File: src/rtl/nvmseq_pkg.sv
package nvmseq_pkg;

  typedef enum logic [2:0] {
    PH_IDLE  = 3'd0,
    PH_XFER  = 3'd1,
    PH_CMP   = 3'd2,
    PH_ERASE = 3'd3,
    PH_PROG  = 3'd4
  } phase_e;

  typedef struct packed {
    logic   arr;     // command uses the array
    phase_e first;
    phase_e second;  // PH_IDLE when single phase
    logic   bsel;
    logic   blk;
  } plan_t;

  localparam logic [2:0] DENSITY_CODE = 3'b101;

  function automatic plan_t decode_op(input logic [7:0] op);
    plan_t p;
    p = '{arr: 1'b0, first: PH_IDLE, second: PH_IDLE, bsel: 1'b0, blk: 1'b0};
    case (op)
      8'h53, 8'h55: begin
        p.arr = 1'b1; p.first = PH_XFER; p.bsel = (op == 8'h55);
      end
      8'h60, 8'h61: begin
        p.arr = 1'b1; p.first = PH_CMP; p.bsel = (op == 8'h61);
      end
      8'h82, 8'h83, 8'h85, 8'h86: begin
        p.arr = 1'b1; p.first = PH_ERASE; p.second = PH_PROG;
        p.bsel = (op == 8'h85) || (op == 8'h86);
      end
      8'h88, 8'h89: begin
        p.arr = 1'b1; p.first = PH_PROG; p.bsel = (op == 8'h89);
      end
      8'h58, 8'h59: begin
        p.arr = 1'b1; p.first = PH_XFER; p.second = PH_PROG;
        p.bsel = (op == 8'h59);
      end
      8'h81: begin
        p.arr = 1'b1; p.first = PH_ERASE;
      end
      8'h50: begin
        p.arr = 1'b1; p.first = PH_ERASE; p.blk = 1'b1;
      end
      default: p = p;
    endcase
    return p;
  endfunction

  function automatic int unsigned phase_len(input phase_e ph, input logic blk,
                                            input int unsigned t_xfer,
                                            input int unsigned t_erase,
                                            input int unsigned t_blk,
                                            input int unsigned t_prog);
    case (ph)
      PH_XFER, PH_CMP: return t_xfer;
      PH_ERASE:        return blk ? t_blk : t_erase;
      PH_PROG:         return t_prog;
      default:         return 1;
    endcase
  endfunction

endpackage

File: src/rtl/nvmseq_decode.sv
module nvmseq_decode
  import nvmseq_pkg::*;
(
  input  logic [7:0] op_i,
  output plan_t      plan_o
);
  always_comb plan_o = decode_op(op_i);
endmodule

File: src/rtl/nvmseq_timer.sv
module nvmseq_timer #(
  parameter int unsigned CW = 5
) (
  input  logic          clk,
  input  logic          rst_n,
  input  logic          load_i,
  input  logic [CW-1:0] load_val_i,
  output logic          zero_o
);
  logic [CW-1:0] cnt_q;

  always_ff @(posedge clk or negedge rst_n) begin
    if (!rst_n)              cnt_q <= '0;
    else if (load_i)         cnt_q <= load_val_i;
    else if (cnt_q != '0)    cnt_q <= cnt_q - 1'b1;
  end

  assign zero_o = (cnt_q == '0);

  AST_TMR_STEP: assert property (@(posedge clk) disable iff (!rst_n)
    (!load_i && cnt_q != '0) |=> (cnt_q == $past(cnt_q) - 1'b1));
endmodule

File: src/rtl/nvmseq_status_ser.sv
module nvmseq_status_ser #(
  parameter int unsigned W = 8
) (
  input  logic         clk,
  input  logic         rst_n,
  input  logic [W-1:0] word_i,
  input  logic         load_i,
  input  logic         shift_i,
  output logic         bit_o
);
  localparam int unsigned IW = $clog2(W);
  localparam logic [IW-1:0] TOP = IW'(W - 1);

  logic [IW-1:0] idx_q;

  always_ff @(posedge clk or negedge rst_n) begin
    if (!rst_n)        idx_q <= TOP;
    else if (load_i)   idx_q <= TOP;
    else if (shift_i)  idx_q <= (idx_q == '0) ? TOP : idx_q - 1'b1;
  end

  assign bit_o = word_i[idx_q];

  AST_SER_LOAD: assert property (@(posedge clk) disable iff (!rst_n)
    load_i |=> (idx_q == TOP));
  AST_SER_WRAP: assert property (@(posedge clk) disable iff (!rst_n)
    (shift_i && !load_i && idx_q == '0) |=> (idx_q == TOP));
endmodule

File: src/rtl/nvm_op_sequencer.sv
module nvm_op_sequencer
  import nvmseq_pkg::*;
#(
  parameter int unsigned PAGE_AW    = 12,
  parameter int unsigned BLK_SHIFT  = 3,
  parameter int unsigned PROT_PAGES = 256,
  parameter int unsigned T_XFER     = 6,
  parameter int unsigned T_ERASE    = 10,
  parameter int unsigned T_BLK      = 20,
  parameter int unsigned T_PROG     = 14
) (
  input  logic               clk,
  input  logic               rst_n,
  input  logic               cmd_valid,
  input  logic [7:0]         cmd_op,
  input  logic [PAGE_AW-1:0] cmd_page,
  input  logic               wp_n,
  input  logic               cmp_miss,
  input  logic               st_load,
  input  logic               st_shift,
  output logic               st_bit,
  output logic [7:0]         status_o,
  output logic               busy_pull_en,
  output logic [2:0]         arr_phase,
  output logic [PAGE_AW-1:0] arr_page,
  output logic               arr_buf,
  output logic               arr_block,
  output logic               arr_commit
);
  localparam int unsigned T_MAX1 = (T_XFER > T_ERASE) ? T_XFER : T_ERASE;
  localparam int unsigned T_MAX2 = (T_BLK > T_PROG) ? T_BLK : T_PROG;
  localparam int unsigned T_MAX  = (T_MAX1 > T_MAX2) ? T_MAX1 : T_MAX2;
  localparam int unsigned CW     = $clog2(T_MAX + 1);
  localparam logic [PAGE_AW-1:0] BLK_MASK = ~(PAGE_AW'((1 << BLK_SHIFT) - 1));
  localparam logic [PAGE_AW:0]   PROT_LIM = (PAGE_AW + 1)'(PROT_PAGES);

  // decoded command
  plan_t plan;
  nvmseq_decode u_dec (.op_i(cmd_op), .plan_o(plan));

  // sequencer state
  phase_e             ph_q, ph2_q;
  logic [PAGE_AW-1:0] page_q;
  logic               bsel_q, blk_q, comp_q;

  // named internal events
  logic          accept, tmr_zero, ph_end, cmp_last, chain, wr_blocked, tmr_load;
  logic [CW-1:0] tmr_val;

  assign accept     = cmd_valid && plan.arr && (ph_q == PH_IDLE);
  assign ph_end     = (ph_q != PH_IDLE) && tmr_zero;
  assign chain      = ph_end && (ph2_q != PH_IDLE);
  assign cmp_last   = ph_end && (ph_q == PH_CMP);
  assign wr_blocked = ((ph_q == PH_ERASE) || (ph_q == PH_PROG)) && !wp_n &&
                      ({1'b0, page_q} < PROT_LIM);

  always_comb begin
    tmr_load = accept || chain;
    if (accept)
      tmr_val = CW'(phase_len(plan.first, plan.blk, T_XFER, T_ERASE, T_BLK, T_PROG) - 1);
    else
      tmr_val = CW'(phase_len(ph2_q, blk_q, T_XFER, T_ERASE, T_BLK, T_PROG) - 1);
  end

  nvmseq_timer #(.CW(CW)) u_tmr (
    .clk(clk), .rst_n(rst_n), .load_i(tmr_load), .load_val_i(tmr_val),
    .zero_o(tmr_zero)
  );

  always_ff @(posedge clk or negedge rst_n) begin
    if (!rst_n) begin
      ph_q   <= PH_IDLE;
      ph2_q  <= PH_IDLE;
      page_q <= '0;
      bsel_q <= 1'b0;
      blk_q  <= 1'b0;
    end else if (accept) begin
      ph_q   <= plan.first;
      ph2_q  <= plan.second;
      page_q <= plan.blk ? (cmd_page & BLK_MASK) : cmd_page;
      bsel_q <= plan.bsel;
      blk_q  <= plan.blk;
    end else if (chain) begin
      ph_q   <= ph2_q;
      ph2_q  <= PH_IDLE;
    end else if (ph_end) begin
      ph_q   <= PH_IDLE;
      blk_q  <= 1'b0;
    end
  end

  always_ff @(posedge clk or negedge rst_n) begin
    if (!rst_n)        comp_q <= 1'b0;
    else if (cmp_last) comp_q <= cmp_miss;
  end

  assign status_o     = {ph_q == PH_IDLE, comp_q, DENSITY_CODE, 3'b000};
  assign busy_pull_en = (ph_q != PH_IDLE);
  assign arr_phase    = ph_q;
  assign arr_page     = page_q;
  assign arr_buf      = bsel_q;
  assign arr_block    = blk_q && (ph_q != PH_IDLE);
  assign arr_commit   = ph_end && !wr_blocked;

  nvmseq_status_ser #(.W(8)) u_ser (
    .clk(clk), .rst_n(rst_n), .word_i(status_o), .load_i(st_load),
    .shift_i(st_shift), .bit_o(st_bit)
  );

  AST_ACCEPT_BUSY: assert property (@(posedge clk) disable iff (!rst_n)
    accept |=> busy_pull_en);
  AST_COMMIT_ACTIVE: assert property (@(posedge clk) disable iff (!rst_n)
    arr_commit |-> (arr_phase != 3'd0));
  AST_PAGE_HELD: assert property (@(posedge clk) disable iff (!rst_n)
    (ph_q != PH_IDLE && $past(ph_q) != PH_IDLE) |-> $stable(page_q));
  AST_PROG_AFTER_END: assert property (@(posedge clk) disable iff (!rst_n)
    (ph_q == PH_PROG && $past(ph_q) != PH_PROG && $past(ph_q) != PH_IDLE)
      |-> $past(tmr_zero));
  AST_BLOCK_ALIGN: assert property (@(posedge clk) disable iff (!rst_n)
    arr_block |-> ((arr_page & ~BLK_MASK) == '0));
  AST_CMP_AT_END: assert property (@(posedge clk) disable iff (!rst_n)
    !$stable(comp_q) |-> $past(cmp_last));
  AST_WP_GUARD: assert property (@(posedge clk) disable iff (!rst_n)
    (arr_commit && (arr_phase == 3'd3 || arr_phase == 3'd4))
      |-> (wp_n || {1'b0, arr_page} >= PROT_LIM));
endmodule

File: config.mk
export PLATFORM = sky130hd
export DESIGN_NAME = nvm_op_sequencer
export DESIGN_NICKNAME = d
export VERILOG_FILES = /design/src/rtl/nvmseq_pkg.sv /design/src/rtl/nvmseq_decode.sv /design/src/rtl/nvmseq_timer.sv /design/src/rtl/nvmseq_status_ser.sv /design/src/rtl/nvm_op_sequencer.sv
export SDC_FILE = /design/constraint.sdc
export NUM_CORES = 1
export LEC_CHECK = 0
export BUFFER_PORTS_ARGS = -buffer_cell sky130_fd_sc_hd__buf_2
export CAP_MARGIN = 20
export CORE_MARGIN = 2
export CORE_UTILIZATION = 50
export CTS_CLUSTER_SIZE = 25
export DETAILED_ROUTE_END_ITERATION = 6
export GPL_TIMING_DRIVEN = 1
export PLACE_DENSITY = 0.79
export SLEW_MARGIN = 0
export SYNTH_ARGS = -nofsm -noshare
export SYNTH_HDL_FRONTEND = slang
export SYNTH_SLANG_ARGS = --single-unit
File: constraint.sdc
create_clock -name clk -period 2.8 [get_ports clk]
set_input_delay 0.14 -clock clk [delete_from_list [all_inputs] [get_ports clk]]
set_output_delay 0.14 -clock clk [all_outputs]
set_load 0.005 [all_outputs]
* Word-level counts from Yosys, hierarchy flattened
Index checks and enable logic that the tools add are counted.
Cells by class: add/subtract/negate cells 4, multipliers 0, div/mod/pow operators 0, $lt $le $gt $ge 2, equal/unequal tests 26, shift operators 0, muxes and demuxes 27, bitwise gates (word level) 0, reductions and logical operators 36
Operator list (number):
- $eq A8 B7 Y1 const B | 7
- $eq A8 B8 Y1 const B | 7
- $mux W5 | 7
- $mux W3 | 10
- $pmux W5 S3 | 2
- $eq A3 B2 Y1 const B | 6
- $pmux W4 S4 | 1
- $sub A5 B1 Y5 const B | 3
- $lt A12 B9 Y1 const B | 1
- $reduce_or A2 Y1 | 6
- $reduce_or A6 Y1 | 2
- $eq A3 B3 Y1 const B | 3
- $logic_and A1 B1 Y1 | 9
- $reduce_bool A3 Y1 | 3
- $reduce_bool A2 Y1 | 4
- $reduce_or A4 Y1 | 2
- $eq A3 B1 Y1 const B | 2
- $logic_not A3 Y1 | 2
- $logic_not A5 Y1 | 1
- $mux W1 | 5
- $pmux W1 S5 | 1
- $reduce_bool A5 Y1 | 1
- $lt A3 B4 Y1 const B | 1
- $bmux W1 S3 | 1
- other kinds (5) | 8
Word-level totals: flip-flop bits (word level) 29, bits in latches 0, bits in writable memories 0, ROM bits 0, input bits 27, output and inout port bits 28, logic and storage cells 103, memories kept 0

* Logic depth before layout (Yosys ltp)
depth after elaboration 10, depth in mapped cells 12, gate-level depth less buffers 10

* By module
From an unflattened synthesis, not the netlist that was laid out.
Unflattened totals: cells, all modules 229, area total of the unflattened synthesis 1981.9 um2
Modules (own cells, without submodules):
- nvm_op_sequencer | times used 1, cells an instance 131, area each 1167.4 um2, sequential area each 525.5 um2
- nvmseq_decode | times used 1, cells an instance 47, area each 299.0 um2, sequential area each 0.0 um2
- nvmseq_timer | times used 1, cells an instance 27, area each 279.0 um2, sequential area each 125.1 um2
- nvmseq_status_ser | times used 1, cells an instance 24, area each 236.5 um2, sequential area each 78.8 um2

* Worst setup path before layout
No wires, ideal clock.
kind register to register, from reg ph_q[1], in the netlist arr_phase[1], to reg u_tmr.cnt_q[4], library setup time 0.079 ns, arrival time 2.327 ns, data required time 2.721 ns, setup slack 0.394 ns, cell stages (with the launch flop) 13, path buffers 2, clock period less this slack 2.406 ns, cell sequence dfrtp_1 -> or3_1 -> clkbuf_1 -> inv_1 -> and2_1 -> o21a_2 -> buf_2 -> nand2_1 -> nand2_1 -> ha_1 -> o21ai_0 -> a211oi_2 -> mux2i_1
On the way: cells in the longest elaborated chain, start to end 5, elaborated cells between the ends (all ways) 9, classes of those cells 2 x mux; 7 x reduce/logical
RTL lines:
- start, declared | RTL line nvm_op_sequencer.sv:42 | phase_e ph_q, ph2_q;
- start signal, assigned | RTL line nvm_op_sequencer.sv:78 | ph_q <= plan.first;
- start signal, assigned | RTL line nvm_op_sequencer.sv:84 | ph_q <= ph2_q;
- $reduce_bool A3 Y1 *
- named net busy_pull_en | RTL line nvm_op_sequencer.sv:23 | output logic busy_pull_en,
- $logic_and A1 B1 Y1 * | RTL line nvm_op_sequencer.sv:51 | assign ph_end = (ph_q != PH_IDLE) && tmr_zero;
- $logic_and A1 B1 Y1 * | RTL line nvm_op_sequencer.sv:52 | assign chain = ph_end && (ph2_q != PH_IDLE);
- $logic_or A1 B1 Y1 * | RTL line nvm_op_sequencer.sv:58 | tmr_load = accept || chain;
- $mux W5 / $reduce_bool A2 Y1 (equally long branches)
- end signal, assigned | RTL line nvmseq_timer.sv:14 | else if (load_i) cnt_q <= load_val_i;
- end signal, assigned | RTL line nvmseq_timer.sv:15 | else if (cnt_q != '0) cnt_q <= cnt_q - 1'b1;
- end, declared | RTL line nvmseq_timer.sv:10 | logic [CW-1:0] cnt_q;
Mark *: on every way through the listed nets, which the timed path passes. The rest lies on a longest branch. A chain may end at the register's enable or synchronous reset.

* Final worst setup path
from reg ph_q[1], in the netlist arr_phase[1], to reg u_tmr.cnt_q[4]
On the way: cells in the longest elaborated chain, start to end 5, elaborated cells between the ends (all ways) 9, classes of those cells 2 x mux; 7 x reduce/logical
RTL lines (RTL line):
- $reduce_bool A3 Y1 | nvm_op_sequencer.sv:51
- $logic_and A1 B1 Y1 | nvm_op_sequencer.sv:51
- $logic_and A1 B1 Y1 | nvm_op_sequencer.sv:52
- $logic_or A1 B1 Y1 | nvm_op_sequencer.sv:58
- $mux W5 / $reduce_bool A2 Y1 (equally long branches)
Several ways; a longest one is shown, not always the timed one.

==> impl_metrics.toml <==
[status]
status = "complete, no violations"

[routing]
drt_iter0_markers = 58
wl_per_cell_um = 13.2
via_per_inst = 5.37
dr.pass1.iters = 4
route.detailed.drc = 0
routed_wl_um = 3950
ant_nets = 0
num_vias = 1607

[synthesis]
synth-async-reset-ratio_pct = 100
synth_ff_type = "dfrtp_1"
synth_fa_ha_area_share_pct = 2.94
synth_cell_types = 50
synth_compound_area_share_pct = 17.6
yosys.area_share.simple_pct = 28.5
synth_edf_count = 0
netlist_instances = 201
muxShareOfSynthArea_pct = 3.75
netlist_area_sq_um = 1700
synth_top_family_by_area = "simple AND/OR/NAND/NOR gates"
synth_area_per_cell_sq_um = 8.47
seq_area_frac_synth_pct = 39.9
synthXorXnorAreaFrac_pct = 0.514
synth-seq-cells = 27
ys.warnings.count = 0

[sta]
finClkSkew_ns = 0.00432
worst_pin_slew_ns = 0.578
layout_min_cycle_time_ns = 2.50
finalCritPeriodShare_pct = 89.4
worst_slack_ns = 0.296
rsz0062_at_grt = "false"
fin_hold_ws_ns = 0.00699
finalHoldViolCount = 0
max_freq_ghz = 0.399
drv_slew = 0
finalSetupViolCount = 0
slew_headroom_pct = 61.4
fin_tns_setup_ns = 0

[clock_tree]
cts.path.max_buffers = 2
cts_setup_buffers = 0
clk_latency_ns = 0.32
cts.sink_count = 27
cts_made_buffers = 3
ctsRootBufferMaster = "clkbuf_4"
clk_pin_slew_worst_paths_ns = 0.14
cts-htree-levels = 1
cts_tree = "yes"

[global_route]
antenna_found_initial = 0
grt_pass1_vias = 1579
grt_max_degree = 28
grt_pass1_wl_um = 6880
grt-ovfl-total = 0
track_usage_pct = 21.8

[pwr]
ir_drop_mv = 0.308
leakagePower_nw = 1.04
powerDensity_nw_per_um2 = 628
power.total_mw = 1.29

[placed_design]
pre_cts_ws_ns = 0.306
dp_hpwl_um = 2940
port_buffers = 48
gp_congestion = 0.894
dp_cells = 287

[critical_path]
worst_setup_path_end_kind = "flop"
critPathMaxStageDelay_ns = 0.49
crit_path_frequent_cell = "nand2_1"
worst-path-buf-inv = 1
crit_required_ns = 3.06
worst-endpoint-arrival_ns = 2.76
rr_startpoint = "arr_phase[1]"
cp_cell_sequence = "or3_1 -> inv_1 -> and2_1 -> o21a_2 -> nand2_1 -> nand2_1 -> ha_1 -> o21ai_0 -> a211oi_2 -> mux2i_1"
cpMaxStageDelayCell = "or3_1"
crit_family = "simple AND/OR/NAND/NOR gates"
crit_fanout = 12
crit_path_start = "arr_phase[1]"
worst_setup_path_start_kind = "flop"
crit_type = "flop to flop"

[min_path]
hold_path.startpoint = "cmd_page[4]"
hp-class = "input pin to flop"

[floorplan]
chipHeight_um = 62.4
core_sq_um = 3310
die_w_um = 62.4
die_area_sq_um = 3890
rows = 21
top_level_ports = 55
start_util_pct = 51.4

[finish]
final_cells = 299
n_antenna_cell = 0
seqCellArea_sq_um = 679
area_growth_pct = 20.7
multi_input_area_sq_um = 930
fill_cells = 309
final_common_cell = "nand2_1"
layout-drive-gt1-share_pct = 27.7
nNetsFinal = 285
layout_common_cells = "nand2_1 (49), buf_2 (48), dfrtp_1 (24)"

[run]
drv_cap = 0
[sequential cells by signal, indices dropped and copies added (netlist names)]
signal,flops
ph2_q,1
arr_buf,1
u_ser.idx_q,3
blk_q,1
u_tmr.cnt_q,5
arr_page,12
comp_q,1
arr_phase,3
[final timing paths]
kind	end	slack [ns]	cells past startpoint
setup / recovery	u_tmr.cnt_q[4]	0.30	10
hold reg to reg	arr_page[0]	0.48	2
setup reg to reg	u_tmr.cnt_q[4]	0.30	10
max in group asynchronous	u_ser.idx_q[0]	2.09	2
min in group asynchronous	arr_phase[2]	0.33	2
hold / removal	arr_page[4]	0.007	3
[logic make-up after synthesis]
logic type,Yosys count
simple gates,98
compound gates,43
flops,27
buf+inv,20
mux,6
fa+ha+maj,4
other cells,2
xor+xnor,1
[layer usage]
metal  track usage, %  up-vias  share of wire, %
met1             27.2      755                43
met5                0        -                 0
met4             11.7        0               2.8
met3             2.36        8               4.4
met2             37.2       52                50
li1                 -      792                 -
[area by class of cell]
class                           instances  area share [%]
Inverter                                5           0.913
Clock inverter                          1           0.243
Sequential cell                        27            33.0
Clock buffer                            3            1.10
Multi-Input combinational cell        158            45.2
Timing Repair Buffer                   59            16.7
Tap cell                               46            2.80
[timing repair]
action                                 4_1_cts  5_1_grt
hold buffers                                 8        0
resized for setup                            0        0
endpoints found under the hold margin       31        0
[power by group]
group	internal (mW)	leakage, nW	switching [mW]	total, mW
Sequential	0.514	0.342	0.0870	0.601
Combinational	0.247	0.679	0.278	0.525
Clock	0.0536	0.0177	0.111	0.165
Total	0.815	1.04	0.476	1.29
[synth_stat cells (2+ instances only)]
cell / count / area [sq um]
and3_1: 2 / 12.5
nor3_1: 2 / 10.0
dfrtp_1: 24 / 601
dfstp_2: 3 / 78.8
buf_2: 3 / 15.0
and2_1: 2 / 12.5
mux2_2: 3 / 33.8
mux2i_1: 3 / 30.0
nor3b_1: 3 / 22.5
o21ai_0: 17 / 85.1
buf_4: 8 / 60.1
inv_1: 5 / 18.8
nor2_1: 12 / 45.0
a31oi_1: 3 / 18.8
nor2b_1: 4 / 25.0
or3_1: 3 / 18.8
nand4_1: 2 / 12.5
clkbuf_1: 4 / 15.0
nand3_1: 6 / 30.0
conb_1: 2 / 7.51
a21oi_1: 5 / 25.0
or4_1: 2 / 15.0
nand2b_1: 4 / 25.0
o211ai_1: 2 / 15.0
nand2_1: 49 / 184
ha_1: 4 / 50.1
[worst register-to-register path, cell delays in order, from the launching register on]
cell and delay, ns:
dfrtp_1 0.46, or3_1 0.49, inv_1 0.13, and2_1 0.19
o21a_2 0.28, nand2_1 0.14, nand2_1 0.09, ha_1 0.18
o21ai_0 0.10, a211oi_2 0.18, mux2i_1 0.20
[through the flow]
stage	util (%)	area (sq um)
after floorplan	-	1720
after CTS	62.1	2060
after detailed placement	58.8	1950
after global placement	58.8	1950
after global routing	62.1	2060
final	62.1	2060
No activity file was read; power rests on OpenSTA's default activity.
